==> src/rtl/logic_capture_ctrl.sv <==
module logic_capture_ctrl #(
  parameter int CHANNELS = 32,
  parameter int DEPTH    = 16
) (
  input  logic                clk,
  input  logic                rst,
  input  logic [CHANNELS-1:0] probe_in,
  input  logic                ext_trig,
  input  logic [31:0]         ctrl,
  input  logic [255:0]        rise_en,
  input  logic [255:0]        fall_en,
  input  logic                rd_next,
  output logic [31:0]         rd_data,
  output logic                rd_valid,
  output logic                full,
  output logic [31:0]         status
);

  localparam int WORDS = (CHANNELS + 31) / 32;
  localparam int PADW  = WORDS * 32;
  localparam int AW    = (DEPTH > 1) ? $clog2(DEPTH) : 1;
  localparam int WW    = (WORDS > 1) ? $clog2(WORDS) : 1;

  typedef enum logic [1:0] {ST_IDLE, ST_ARMED, ST_CAPT, ST_DONE} phase_t;

  phase_t               state;
  logic [CHANNELS-1:0]  prev;
  logic                 ext_prev, sw_prev;
  logic [AW-1:0]        wptr, rsample;
  logic [WW-1:0]        rword;
  logic                 rdone;
  logic [PADW-1:0]      mem [DEPTH];
  logic [PADW-1:0]      pad_in;

  logic chan_hit, ext_hit, sw_hit, fire, clr;

  assign chan_hit = |((probe_in & ~prev & rise_en[CHANNELS-1:0]) |
                      (~probe_in & prev & fall_en[CHANNELS-1:0]));
  assign ext_hit  = ctrl[3] ? (ext_trig & ~ext_prev) : (~ext_trig & ext_prev);
  assign sw_hit   = ctrl[4] & ~sw_prev;
  assign fire     = (ctrl[2] ? ext_hit : chan_hit) | sw_hit;
  assign clr      = rst | ctrl[1] | ~ctrl[0];

  always_comb begin
    pad_in = '0;
    pad_in[CHANNELS-1:0] = probe_in;
  end

  always_ff @(posedge clk) begin
    if (rst) begin
      prev     <= '0;
      ext_prev <= 1'b0;
      sw_prev  <= 1'b0;
    end else begin
      prev     <= probe_in;
      ext_prev <= ext_trig;
      sw_prev  <= ctrl[4];
    end
  end

  always_ff @(posedge clk) begin
    if (clr) begin
      state   <= ST_IDLE;
      wptr    <= '0;
      rsample <= '0;
      rword   <= '0;
      rdone   <= 1'b0;
    end else begin
      case (state)
        ST_IDLE:  state <= ST_ARMED;
        ST_ARMED: if (fire) begin
          mem[0] <= pad_in;
          wptr   <= AW'(1);
          state  <= ST_CAPT;
        end
        ST_CAPT: begin
          mem[wptr] <= pad_in;
          if (wptr == AW'(DEPTH - 1)) state <= ST_DONE;
          else wptr <= wptr + AW'(1);
        end
        ST_DONE: if (rd_valid && rd_next) begin
          if (rword == WW'(WORDS - 1)) begin
            rword <= '0;
            if (rsample == AW'(DEPTH - 1)) rdone <= 1'b1;
            else rsample <= rsample + AW'(1);
          end else begin
            rword <= rword + WW'(1);
          end
        end
        default: state <= ST_IDLE;
      endcase
    end
  end

  assign full     = (state == ST_DONE);
  assign rd_valid = full & ~rdone;
  assign rd_data  = mem[rsample][32*rword +: 32];
  assign status   = {29'b0,
                     (state == ST_ARMED) | (state == ST_CAPT),
                     (state == ST_CAPT)  | (state == ST_DONE),
                     rd_valid};

  p_soft_clear_r1: assert property (@(posedge clk) disable iff (rst)
    ctrl[1] |=> (status == 32'd0 && !full && !rd_valid));

  p_arm_r2: assert property (@(posedge clk) disable iff (rst)
    (state == ST_IDLE && !clr) |=> (status == 32'd4));

  p_fire_r3: assert property (@(posedge clk) disable iff (rst)
    (state == ST_ARMED && !clr && fire) |=> (state == ST_CAPT && wptr == AW'(1)));

  p_quiet_r5: assert property (@(posedge clk) disable iff (rst)
    (state == ST_ARMED && !clr && !fire) |=> (status == 32'd4));

  p_fill_r8: assert property (@(posedge clk) disable iff (rst)
    (state == ST_CAPT && !clr && wptr == AW'(DEPTH - 1)) |=> full);

  p_full_status_r8: assert property (@(posedge clk) disable iff (rst)
    full |-> (status[2:1] == 2'b01));

  p_valid_full_r9: assert property (@(posedge clk) disable iff (rst)
    rd_valid |-> full);

  p_read_hold_r9: assert property (@(posedge clk) disable iff (rst)
    (rd_valid && !rd_next && !clr) |=> ($stable(rd_data) && rd_valid));

  p_disable_r10: assert property (@(posedge clk) disable iff (rst)
    !ctrl[0] |=> (status == 32'd0 && !full));

endmodule

==> config.mk <==
export PLATFORM = sky130hd
export DESIGN_NAME = logic_capture_ctrl
export DESIGN_NICKNAME = d
export VERILOG_FILES = /design/src/rtl/logic_capture_ctrl.sv
export SDC_FILE = /design/constraint.sdc
export NUM_CORES = 1
export LEC_CHECK = 0
export CAP_MARGIN = 40
export CORE_AREA = 3 3 247 249
export CTS_BUF_LIST = sky130_fd_sc_hd__clkbuf_8
export DETAILED_ROUTE_END_ITERATION = 6
export DIE_AREA = 0 0 250 252
export GPL_ROUTABILITY_DRIVEN = 0
export SLEW_MARGIN = 25
export SYNTH_ARGS = -nofsm -noshare
export SYNTH_HDL_FRONTEND = slang
export SYNTH_SLANG_ARGS = --single-unit
export TNS_END_PERCENT = 1
==> constraint.sdc <==
create_clock -name clk -period 5.75 [get_ports clk]
set_input_delay 0.575 -clock clk [delete_from_list [all_inputs] [get_ports clk]]
set_output_delay 0.575 -clock clk [all_outputs]
set_load 0.03 [all_outputs]
==> impl_metrics.ini <==
[synth]
ys_seq_area_share_pct = 75.0
synth.distinct_cells = 48
syn_inst = 1034
ys_seq_elements = 561
syn_avg_cell_area_um2 = 21.1
synth_flop_cell = edfxtp_1
async_flop_share_pct = 0
syn_area_um2 = 21800
synth-edff-count = 512
yosysWarnings = 0

[critical_path]
end_kind = primary output
slowest_stage = dfxtp_4
r2r_end = mem[3][12]
cp.arrival_ns = 3.75
timing.rr.start = state[0]
path_max_fanout = 35
start_kind = flip-flop
cpMostUsedCell = mux4_2
rr_worst_depth = 6
path_cells = buf_4 -> mux4_2 -> mux4_2 -> clkdlybuf4s50_1
crit_end = rd_data[3]
critical_path_class = flip-flop to primary output
reg2reg_slack_ns = 2.64
required_ns = 5.18
crit_path_max_incr_delay_ns = 0.83

[timing]
fmax_mhz = 231
fin_ws_ns = 1.43
hold_viol = 0
finalSetupTns_ns = 0
min_period_ns = 4.32
finalSetupViolations = 0
rsz0062_at_grt = false
holdWs_ns = 0.282
slew_violations = 0
max_slew_margin_pct = 45.1
tightest_slew_ns = 0.821
skew_ns = 0.0305
finalCritPeriodShare_pct = 75.2

[placement]
dpl.hpwl_mm = 32.3
placed_area_um2 = 24300
pre_cts_ws_ns = 1.44
numPortBuffers = 141
placed_cells = 1934

[clock_network]
cts_root_buf = clkbuf_8
insertion_delay_ns = 0.65
post_cts_buffers = 0
clockBufferDepth = 3
cts_tree = built
cts_resized = 0
hold_buffers = 0
cts_made_buffers = 88
cts_sinks = 561
clk_pin_slew_worst_paths_ns = 0.07
htreeDepth = 3

[global_route]
grt_antenna_before_repair = 6
grt_pass1_vias = 11400
grt_pass1_wl_mm = 78.4
grt.overflow.total = 0
grt.total_usage_pct = 17.3
grt_max_degree = 90

[finish]
fin_cells = 2095
final_common_cell = edfxtp_1
final_area_um2 = 25900
most-common-layout-cells = edfxtp_1, mux4_2, clkdlybuf4s50_1
area_delta_synth_final_pct = 18.9
fin_nets = 1839
final_core_util_pct = 44.0
drive_gt1_share_pct = 24.3

[detailed_routing]
wl_per_cell_um = 26.1
ant_nets = 0
vias = 11000
wl_mm = 54.7
vias_per_cell = 5.25
dr.pass1.iters = 5
route.detailed.drc = 0
drtIter0Drc = 1112

[min_path]
holdCritPathClass = input pin to flip-flop

[pwr]
power.total_mw = 7.80
leakage_nw = 8.09
power_density_nw_per_um2 = 301
max-vdd-ir-drop_mv = 0.141

[floorplan]
dieArea_um2 = 63000
coreArea_um2 = 58900
ios = 646
die_h_um = 252
dieWidth_um = 250
row_count = 89
initial_core_util_pct = 37.0

[run]
cap_violations = 0

[run_status]
status = finished, final reports clean
flip-flops by register name, indices dropped and copies added (netlist names), named ones only:
signal    count
mem         512
prev         32
rsample       4
wptr          4
state         2
ext_prev      1
rdone         1
sw_prev       1
cell families after synthesis:
kind of cell,share of synthesized area [%]
DFF,75.0
AOI/OAI and AO/OA,1.50
other,0.0172
adders and majority gates,0.402
buffers and inverters,2.01
muxes,16.7
xor gates and xnor gates,0.0402
and+or+nand+nor,4.37
critical path, delay by kind of cell, from the launching register on:
family                 cells  cell delay (ns)
muxes                      2             1.12
DFF                        1             0.83
buffers and inverters      2             1.11
cell type report:
type,instances,area [µm²]
fill,4999,33000
sequential,561,16400
multi-input combinational,422,5230
timing repair buffer,174,1760
clock buffer,93,1280
tap,773,967
clock inverter,66,315
inverter,5,18.8
antenna,1,2.50
worst min-delay path by stage:
stage / from / endpoint / cells after the start
CTS: rst / prev[1] / 2
finish: rst / prev[12] / 2
detailed placement: state[1] / state[1] / 2
global route: rst / prev[4] / 2
global placement: state[1] / state[1] / 2
floorplan: rdone / rdone / 2
where the power goes:
part           total (mW)  internal, mW  leakage (nW)  switching, mW
sequential           4.47          4.46          5.01        0.00938
combinational       0.256        0.0977          2.15          0.158
clock                3.07          1.58         0.938           1.50
total                7.80          6.14          8.09           1.66
synth_stat cells (2+ instances only):
cell	n	area, µm²
buf_2	12	60.1
nand3_1	5	25.0
buf_4	30	225
ha_1	7	87.6
o21ai_1	4	20.0
or3_1	3	18.8
a41oi_1	2	17.5
nor2b_1	36	225
buf_1	2	7.51
nand4_1	6	37.5
nand2_1	52	195
a21oi_2	2	17.5
o22ai_1	8	50.1
dfxtp_1	49	981
nor4_1	7	43.8
inv_1	5	18.8
edfxtp_1	512	15400
a21oi_1	4	20.0
buf_6	2	22.5
and2_1	4	25.0
nand2b_1	3	18.8
clkbuf_1	28	105
nand3b_1	32	240
o21ai_0	12	60.1
mux2i_1	3	30.0
nor3_1	6	30.0
nor2_1	18	67.6
mux4_2	160	3600
per-layer routing:
metal	vias to the layer above	share of wire (%)	GRT usage [%]
li1	4671	-	-
met1	5753	42	24.2
met2	479	46	26.0
met3	77	9.8	6.25
met4	12	1.8	4.25
met5	-	0.16	0
Note: power is estimated with default switching activity, not from simulation.
